**src/rtl/mdix_pkg.sv**
```systemverilog
package mdix_pkg;
  localparam int PAIRS    = 4;
  localparam int LFSR_W   = 11;
  localparam int LFSR_TAP = 8;  // x^11 + x^9 + 1
  localparam logic [LFSR_W-1:0] LFSR_SEED = LFSR_W'(1);

  typedef enum logic {
    ST_SEARCH = 1'b0,
    ST_LOCKED = 1'b1
  } res_state_e;
endpackage

```
**src/rtl/mdix_lfsr.sv**
```systemverilog
module mdix_lfsr
  import mdix_pkg::*;
(
  input  logic clk_i,
  input  logic rst_ni,
  output logic bit_o
);
  logic [LFSR_W-1:0] q;

  always_ff @(posedge clk_i or negedge rst_ni) begin
    if (!rst_ni) q <= LFSR_SEED;
    else         q <= {q[LFSR_W-2:0], q[LFSR_W-1] ^ q[LFSR_TAP]};
  end

  assign bit_o = q[0];

  p_lfsr_nonzero_r7: assert property (@(posedge clk_i) disable iff (!rst_ni)
    q != '0);
endmodule

```
**src/rtl/mdix_search_fsm.sv**
```systemverilog
module mdix_search_fsm
  import mdix_pkg::*;
#(
  parameter int WIN_CYCLES = 7_750_000
) (
  input  logic       clk_i,
  input  logic       rst_ni,
  input  logic       auto_i,
  input  logic       force_mdix_i,
  input  logic       rand_bit_i,
  input  logic [1:0] rx_act_i,
  output logic       mdix_o,
  output logic       locked_o
);
  localparam int CNT_W = (WIN_CYCLES > 1) ? $clog2(WIN_CYCLES) : 1;
  localparam logic [CNT_W-1:0] LAST = CNT_W'(WIN_CYCLES - 1);

  res_state_e       state_q, state_d;
  logic [CNT_W-1:0] cnt_q, cnt_d;
  logic             mdix_q, mdix_d;
  logic             act, win_end;

  // straight listens on pair 1, crossed on pair 0
  assign act     = mdix_q ? rx_act_i[0] : rx_act_i[1];
  assign win_end = (cnt_q == LAST);

  always_comb begin
    state_d = state_q;
    cnt_d   = cnt_q;
    mdix_d  = mdix_q;
    if (!auto_i) begin
      state_d = ST_SEARCH;
      cnt_d   = '0;
      mdix_d  = force_mdix_i;
    end else if (act) begin
      state_d = ST_LOCKED;
      cnt_d   = '0;
    end else if (win_end) begin
      cnt_d = '0;
      if (state_q == ST_LOCKED) state_d = ST_SEARCH;
      else if (rand_bit_i)      mdix_d  = ~mdix_q;
    end else begin
      cnt_d = cnt_q + 1'b1;
    end
  end

  always_ff @(posedge clk_i or negedge rst_ni) begin
    if (!rst_ni) begin
      state_q <= ST_SEARCH;
      cnt_q   <= '0;
      mdix_q  <= 1'b0;
    end else begin
      state_q <= state_d;
      cnt_q   <= cnt_d;
      mdix_q  <= mdix_d;
    end
  end

  assign mdix_o   = mdix_q;
  assign locked_o = (state_q == ST_LOCKED);

  p_forced_follow_r1: assert property (@(posedge clk_i) disable iff (!rst_ni)
    !auto_i |=> mdix_q == $past(force_mdix_i));
  p_search_hold_r6: assert property (@(posedge clk_i) disable iff (!rst_ni)
    (auto_i && state_q == ST_SEARCH && !win_end) |=> $stable(mdix_q));
  p_activity_locks_r8: assert property (@(posedge clk_i) disable iff (!rst_ni)
    (auto_i && act) |=> state_q == ST_LOCKED);
  p_lock_hold_r10: assert property (@(posedge clk_i) disable iff (!rst_ni)
    (auto_i && state_q == ST_LOCKED) |=> $stable(mdix_q));
  p_lock_keep_r10: assert property (@(posedge clk_i) disable iff (!rst_ni)
    (auto_i && state_q == ST_LOCKED && !act && !win_end) |=> state_q == ST_LOCKED);
endmodule

```
**src/rtl/mdix_pair_steer.sv**
```systemverilog
module mdix_pair_steer
  import mdix_pkg::*;
#(
  parameter int W = 8
) (
  input  logic             cross_i,
  input  logic [PAIRS*W-1:0] chan_tx_i,
  output logic [PAIRS*W-1:0] pair_tx_o,
  input  logic [PAIRS*W-1:0] pair_rx_i,
  output logic [PAIRS*W-1:0] chan_rx_o
);
  // crossing swaps neighbours 0<->1 and 2<->3, so the map is its own inverse
  for (genvar p = 0; p < PAIRS; p++) begin : g_pair
    localparam int MATE = p ^ 1;
    assign pair_tx_o[p*W +: W] = cross_i ? chan_tx_i[MATE*W +: W] : chan_tx_i[p*W +: W];
    assign chan_rx_o[p*W +: W] = cross_i ? pair_rx_i[MATE*W +: W] : pair_rx_i[p*W +: W];
  end
endmodule

```
**src/rtl/mdix_resolver.sv**
```systemverilog
module mdix_resolver
  import mdix_pkg::*;
#(
  parameter int W          = 8,
  parameter int WIN_CYCLES = 7_750_000
) (
  input  logic               clk_i,
  input  logic               rst_ni,
  input  logic [1:0]         mode_i,
  input  logic [1:0]         link_pulse_i,
  input  logic [1:0]         energy_i,
  input  logic [4*W-1:0]     chan_tx_i,
  output logic [4*W-1:0]     pair_tx_o,
  input  logic [4*W-1:0]     pair_rx_i,
  output logic [4*W-1:0]     chan_rx_o,
  output logic               mdix_o,
  output logic               resolved_o
);
  logic auto_en, rand_bit, fsm_mdix, fsm_locked;

  assign auto_en = mode_i[1];

  mdix_lfsr u_lfsr (
    .clk_i  (clk_i),
    .rst_ni (rst_ni),
    .bit_o  (rand_bit)
  );

  mdix_search_fsm #(.WIN_CYCLES(WIN_CYCLES)) u_fsm (
    .clk_i        (clk_i),
    .rst_ni       (rst_ni),
    .auto_i       (auto_en),
    .force_mdix_i (mode_i[0]),
    .rand_bit_i   (rand_bit),
    .rx_act_i     (link_pulse_i | energy_i),
    .mdix_o       (fsm_mdix),
    .locked_o     (fsm_locked)
  );

  // forced modes bypass the registers so auto-negotiation is never delayed
  assign mdix_o     = auto_en ? fsm_mdix : mode_i[0];
  assign resolved_o = ~auto_en | fsm_locked;

  mdix_pair_steer #(.W(W)) u_steer (
    .cross_i   (mdix_o),
    .chan_tx_i (chan_tx_i),
    .pair_tx_o (pair_tx_o),
    .pair_rx_i (pair_rx_i),
    .chan_rx_o (chan_rx_o)
  );
endmodule

```
**config.mk**
```make
export PLATFORM = sky130hd
export DESIGN_NAME = mdix_resolver
export DESIGN_NICKNAME = d
export VERILOG_FILES = /design/src/rtl/mdix_pkg.sv /design/src/rtl/mdix_lfsr.sv /design/src/rtl/mdix_search_fsm.sv /design/src/rtl/mdix_pair_steer.sv /design/src/rtl/mdix_resolver.sv
export SDC_FILE = /design/constraint.sdc
export NUM_CORES = 1
export LEC_CHECK = 0
export BUFFER_PORTS_ARGS = -buffer_cell sky130_fd_sc_hd__clkbuf_2
export CORE_ASPECT_RATIO = 0.9
export CORE_MARGIN = 2
export CORE_UTILIZATION = 50
export CTS_CLUSTER_DIAMETER = 100
export DETAILED_ROUTE_END_ITERATION = 10
export PLACE_DENSITY = 0.87
export SYNTH_ARGS = -nofsm -noshare
export SYNTH_HDL_FRONTEND = slang
export SYNTH_HIERARCHICAL = 1
export SYNTH_SLANG_ARGS = --single-unit
export TNS_END_PERCENT = 5
```
**constraint.sdc**
```tcl
create_clock -name clk_i -period 4.2 [get_ports clk_i]
set_input_delay 1.05 -clock clk_i [delete_from_list [all_inputs] [get_ports clk_i]]
set_output_delay 1.05 -clock clk_i [all_outputs]
set_load 0.01 [all_outputs]
```
Word-level counts from Yosys, hierarchy flattened

Cells that the tools add are included.

Logic and storage cells: 38
Memory bits (read-only): 0
Output and inout port bits: 66
RAM bits: 0
Latch bits: 0
Bits of input ports: 72
Memories kept: 0
Flip-flop bits (word level): 36

Magnitude comparators: 0
Bitwise gates (word level): 5
Multiply operators: 0
Shifts and indexed selects: 0
Divide/modulo/power cells: 0
Reductions and logical operators: 1
Eq/ne operators: 6
Add/sub/neg operators: 1
Muxes and demuxes: 21

Operator list:

| kind                  | count |
|---|---|
| $mux 23               | 3 |
| $mux 8                | 8 |
| $add 23x1->23 const B | 1 |
| $eq 23x23->1 const B  | 1 |
| $mux 1                | 10 |
| $ne 2x1->1 const B    | 2 |
| $ne 2x2->1 const B    | 2 |
| $reduce_and 4->1      | 1 |
| $ne 3x1->1 const B    | 1 |
| $not 1->1             | 2 |
| $or 2x2->2            | 1 |
| $or 1x1->1            | 1 |
| $xor 1x1->1           | 1 |

Longest topological paths before layout

Depth in word-level cells: 6
Mapped depth: 6
Depth with buffers taken out: 5

By module

Netlist, hierarchy kept.

Modules (own cells, without submodules):

| module          | cells each | times used | seq. area each (um^2) | area an instance (um^2) |
|---|---|---|---|---|
| mdix_search_fsm | 131        | 1          | 625.6                 | 1338.8 |
| mdix_pair_steer | 71         | 1          | 0.0                   | 1077.3 |
| mdix_lfsr       | 12         | 1          | 276.5                 | 285.3 |
| mdix_resolver   | 4          | 1          | 0.0                   | 33.8 |

Worst setup path before layout

OpenSTA, ideal clock, no wires.

Kind: input-to-output
Start point: input port mode_i[1]
End point: output port chan_rx_o[0]
Data required time: 3.150 ns
Arrival time: 1.986 ns
Path buffers: 2
Setup slack: 1.164 ns
Stages on the path: 4
Path through: mux2_4 buf_6 buf_12 mux2_4

Word-level cells in the longest chain between the ends: 2

Ends and longest elaborated chain:

| element         | line                  | RTL |
|---|---|---|
| start, declared | mdix_resolver.sv:9    | `input logic [1:0] mode_i,` |
| $mux 1          | mdix_resolver.sv:41   | `assign mdix_o = auto_en ? fsm_mdix : mode_i[0];` |
| $mux 8          | mdix_pair_steer.sv:16 | `assign chan_rx_o[p*W +: W] = cross_i ? pair_rx_i[MATE*W +: W] : pair_rx_i[p*W +: W];` |
| end, declared   | mdix_resolver.sv:15   | `output logic [4*W-1:0] chan_rx_o,` |

Every way passes these cells.

Worst setup path after layout

Start point: input port mode_i[1]
End point: output port pair_tx_o[27]

Word-level cells in the longest chain between the ends: 2

Ends and longest elaborated chain:

| element       | line                  | RTL |
|---|---|---|
| $mux 1        | mdix_resolver.sv:41   |  |
| $mux 8        | mdix_pair_steer.sv:15 | `assign pair_tx_o[p*W +: W] = cross_i ? chan_tx_i[MATE*W +: W] : chan_tx_i[p*W +: W];` |
| end, declared | mdix_resolver.sv:13   | `output logic [4*W-1:0] pair_tx_o,` |

Every way passes these cells.

==> impl_summary.log <==
INFO  metric run_status = finished clean
INFO  metric via_count_of_the_first_global_routing_pass = between 2000 and 2500
INFO  metric fin_util = roughly two thirds
INFO  metric post-route-drc-count = 0
INFO  metric grt-ovfl-total = 0
INFO  metric synth_nets = about 290
INFO  metric tritoncts = done
INFO  metric cp.buffers_inverters = 3
INFO  metric ctsHoldBuffers = 0
INFO  metric antenna_found_initial = 0
INFO  metric hold_viol_final = 0
INFO  metric synthesis.instances = 218
INFO  metric clk_path_buf_depth = 2
INFO  metric antenna_violating_nets_post_route = 0
INFO  metric fin_nets = 425
INFO  metric critPathKind = in -> out
INFO  metric dpl.cell_count = approximately 410
INFO  metric pin_count = 138
INFO  metric ys_async_sr_fraction = 100%
INFO  metric cap_viol_max_count = 0
INFO  metric fp.coreArea = 5260 µm²
INFO  metric cts_root_buffer = sky130_fd_sc_hd__clkbuf_8
INFO  metric drtPass1Iterations = 4
INFO  metric critPathRequiredTime = around 3.2 ns
INFO  metric die_h = around 74 µm
INFO  metric core.rowCount = 25
INFO  metric yosysSeqAreaShare = approximately 33%
INFO  metric floorplan.die.width = a little over 80 µm
INFO  metric initial_core_util = ~52%
INFO  metric drt_wl_total = approximately 6700 µm
INFO  metric finalWeightedCongestion = 0.829
INFO  metric clock_latency_at_the_later_pin_of_the_worst_skew_pair = 0.29 ns
INFO  metric diodes = 0
INFO  metric path_delay_family = multiplexers
INFO  metric clk_pin_slew = approximately 0.07 ns
INFO  metric ff_latch_count_synth = 36
INFO  metric critPathMaxFanout = 24
INFO  metric clock_skew = roughly 0.0058 ns
INFO  metric cp.arrival = approximately 2.4 ns
INFO  metric detail_route.wl_per_cell = around 16 µm
INFO  metric post_cts.resized_instances = 0
INFO  metric min_period = ~3.4 ns
INFO  metric worst_path_largest_cell_delay = 0.46 ns
INFO  metric grt_pass1_wl = 9900 µm
INFO  metric num_vias = roughly 2300
INFO  metric final_min_period_over_clock_period = around four fifths
INFO  metric hold-worst-slack = ~0.35 ns
INFO  metric crit_slowest_cell = sky130_fd_sc_hd__mux2_4
INFO  metric finalNonFillerCells = 420
INFO  metric synth-warning-count = 6
INFO  metric vdd.ir_drop.worst = 213 µV
INFO  metric grt_max_degree = 37
INFO  metric setup_viol = 0
INFO  metric grt_setup_unrepaired = false
INFO  metric synth.distinct_cells = 38
INFO  metric detail_route.iter0.violations = 38
INFO  metric number_of_clock_buffers_inserted_by_tritoncts = 5
INFO  metric timing.critical_path.from_type = input port
INFO  metric critical_path.endpoint_type = primary output
INFO  metric area_of_the_die = 6080 µm²
INFO  metric htree_num_levels = 2
INFO  metric timing.fmax = 0.292 GHz
INFO  metric filler_cell_count = between 400 and 500
INFO  metric timing_worst_slew_pin_value = around 1.0 ns
INFO  metric worst_case_headroom_to_the_max_slew_limit = between 30% and 40%
INFO  metric post_drt_via_cell_ratio = between 5 and 6
INFO  metric hold_class = reg -> reg
INFO  metric mappedNetlistArea = approximately 2700 µm²
INFO  metric post-cts-setup-buffers = 0
INFO  metric setup_total_negative_slack = 0 ns
INFO  metric ys_dominant_reg_cell = sky130_fd_sc_hd__dfrtp_1
INFO  metric total_area_of_multi_input_combinational_cells = ~1700 µm²
INFO  metric cp_cell_sequence = clkbuf_2 > mux2_4 > buf_12 > mux2_4 > clkbuf_2
INFO  metric power-per-cell-area = between 200 and 300 nW/µm²
INFO  metric cts.sinks = 36
INFO  metric syn_area_per_cell = 12.5 µm²
INFO  metric dp_hpwl = approximately 5400 µm
INFO  metric synth_enable_flop_cells = 0
INFO  metric timing_max_transition_violations_final = 0
INFO  metric seq_area = 902 µm²
INFO  metric portBuffers = 137
INFO  metric post_route_cells_drive_above_1_share = between 60% and 70%
INFO  metric total_leakage_power = 1.85 nW
INFO  metric globalRouteTotalUtil = a little over a fifth
INFO  metric area_growth_syn_to_layout = 26.9%
==> synthesized netlist by cell type (3+ instances only) <==
| master | number | area, µm² |
|---|---|---|
| sky130_fd_sc_hd__mux2_2 | 4 | 45.0 |
| sky130_fd_sc_hd__dfrtp_1 | 35 | 876 |
| sky130_fd_sc_hd__or3_1 | 5 | 31.3 |
| sky130_fd_sc_hd__and4_1 | 4 | 35.0 |
| sky130_fd_sc_hd__xor2_1 | 13 | 114 |
| sky130_fd_sc_hd__a21oi_1 | 6 | 30.0 |
| sky130_fd_sc_hd__o21ai_0 | 6 | 30.0 |
| sky130_fd_sc_hd__buf_12 | 6 | 120 |
| sky130_fd_sc_hd__nor2_1 | 15 | 56.3 |
| sky130_fd_sc_hd__mux2_4 | 61 | 916 |
| sky130_fd_sc_hd__or2_2 | 4 | 25.0 |
| sky130_fd_sc_hd__nand2_1 | 7 | 26.3 |
| sky130_fd_sc_hd__o31ai_1 | 3 | 22.5 |
| sky130_fd_sc_hd__nand4_1 | 9 | 56.3 |
| sky130_fd_sc_hd__nand3_1 | 7 | 35.0 |
==> stage by stage <==
stage | total power, mW | area, µm² | setup slack, ns
after CTS | 0.920 | 3470 | 0.775
after global routing | 0.955 | 3470 | 0.702
after global placement | 0.662 | 3380 | 0.801
after detailed placement | 0.669 | 3380 | 0.773
final | 0.908 | 3470 | 0.777
after floorplan | 0.568 | 2740 | 1.16
==> state kept, by name, summed over array words and instances, names as in the netlist <==
register and flops:
u_fsm/cnt_q 23, u_lfsr/q 11, u_fsm/mdix_o 1, u_fsm/locked_o 1
==> cell usage in the layout (no fill, tap or decap), types with 2 or more instances in the layout <==
master / netlist / routed
sky130_fd_sc_hd__clkinv_2: 0 / 2
sky130_fd_sc_hd__or3_1: 5 / 5
sky130_fd_sc_hd__nand4_4: 2 / 2
sky130_fd_sc_hd__inv_1: 2 / 2
sky130_fd_sc_hd__nand2_1: 7 / 7
sky130_fd_sc_hd__xor2_1: 13 / 13
sky130_fd_sc_hd__nor2_1: 15 / 15
sky130_fd_sc_hd__mux2_2: 4 / 4
sky130_fd_sc_hd__a21oi_1: 6 / 6
sky130_fd_sc_hd__clkbuf_2: 0 / 137
sky130_fd_sc_hd__o21ai_0: 6 / 6
sky130_fd_sc_hd__nor4_1: 2 / 2
sky130_fd_sc_hd__or4_4: 2 / 2
sky130_fd_sc_hd__nand3_1: 7 / 7
sky130_fd_sc_hd__and4_1: 4 / 4
sky130_fd_sc_hd__a21oi_2: 2 / 2
sky130_fd_sc_hd__nand4_1: 9 / 9
sky130_fd_sc_hd__and2_1: 2 / 2
sky130_fd_sc_hd__mux2_4: 61 / 61
sky130_fd_sc_hd__o31a_1: 2 / 2
sky130_fd_sc_hd__o31ai_1: 3 / 3
sky130_fd_sc_hd__clkbuf_8: 0 / 6
sky130_fd_sc_hd__buf_12: 6 / 2
sky130_fd_sc_hd__dfrtp_1: 35 / 35
sky130_fd_sc_hd__or2_2: 4 / 4
==> layer usage <==
metal | share of wire [%] | vias up | GRT usage, % | routed length (µm)
met3 | 8.0 | 17 | 6.07 | 535
met1 | 36 | 1090 | 22.7 | 2400
li1 | - | 1069 | - | -
met5 | 0 | - | 0 | 0
met2 | 53 | 82 | 39.7 | 3570
met4 | 2.8 | 0 | 9.26 | 187
==> kinds of logic (layout without fill, tap and decap cells) <==
| group | count (synthesis) | in the layout | share of synthesized area, % |
|---|---|---|---|
| mux | 66 | 66 | 35.5 |
| flops | 36 | 36 | 33.0 |
| compound gates | 21 | 21 | 5.03 |
| simple gates | 66 | 66 | 15.1 |
| xor+xnor | 14 | 14 | 4.48 |
| fa+ha+maj | 1 | 1 | 0.457 |
| buf+inv | 14 | 149 | 6.40 |
==> worst paths after layout <==
path,start,end,slack [ns],cells past startpoint
min reg2reg,u_lfsr/q[5],u_lfsr/q[6],0.35,0
max,mode_i[1],pair_tx_o[27],0.78,5
min,u_lfsr/q[5],u_lfsr/q[6],0.35,0
max in group asynchronous,rst_ni,u_fsm/cnt_q[11],2.79,1
max reg2reg,u_fsm/cnt_q[13],u_fsm/cnt_q[17],1.88,4
min in group asynchronous,rst_ni,u_lfsr/q[3],0.86,1
==> area by class of cell <==
type                            count  share of cell area (%)
Timing Repair Buffer              139                    20.9
Tap cell                           67                    2.42
Clock inverter                      2                   0.288
Multi-Input combinational cell    168                    47.8
Inverter                            2                   0.216
Sequential cell                    36                    26.0
Clock buffer                        6                    2.38
==> where the power goes <==
group | leakage [nW] | switching [mW] | internal, mW | total, mW
registers | 0.494 | 0.00216 | 0.349 | 0.351
logic | 1.31 | 0.135 | 0.174 | 0.309
clock network | 0.0510 | 0.117 | 0.131 | 0.248
total | 1.85 | 0.255 | 0.653 | 0.908
Power figures use the tool's default switching activity.
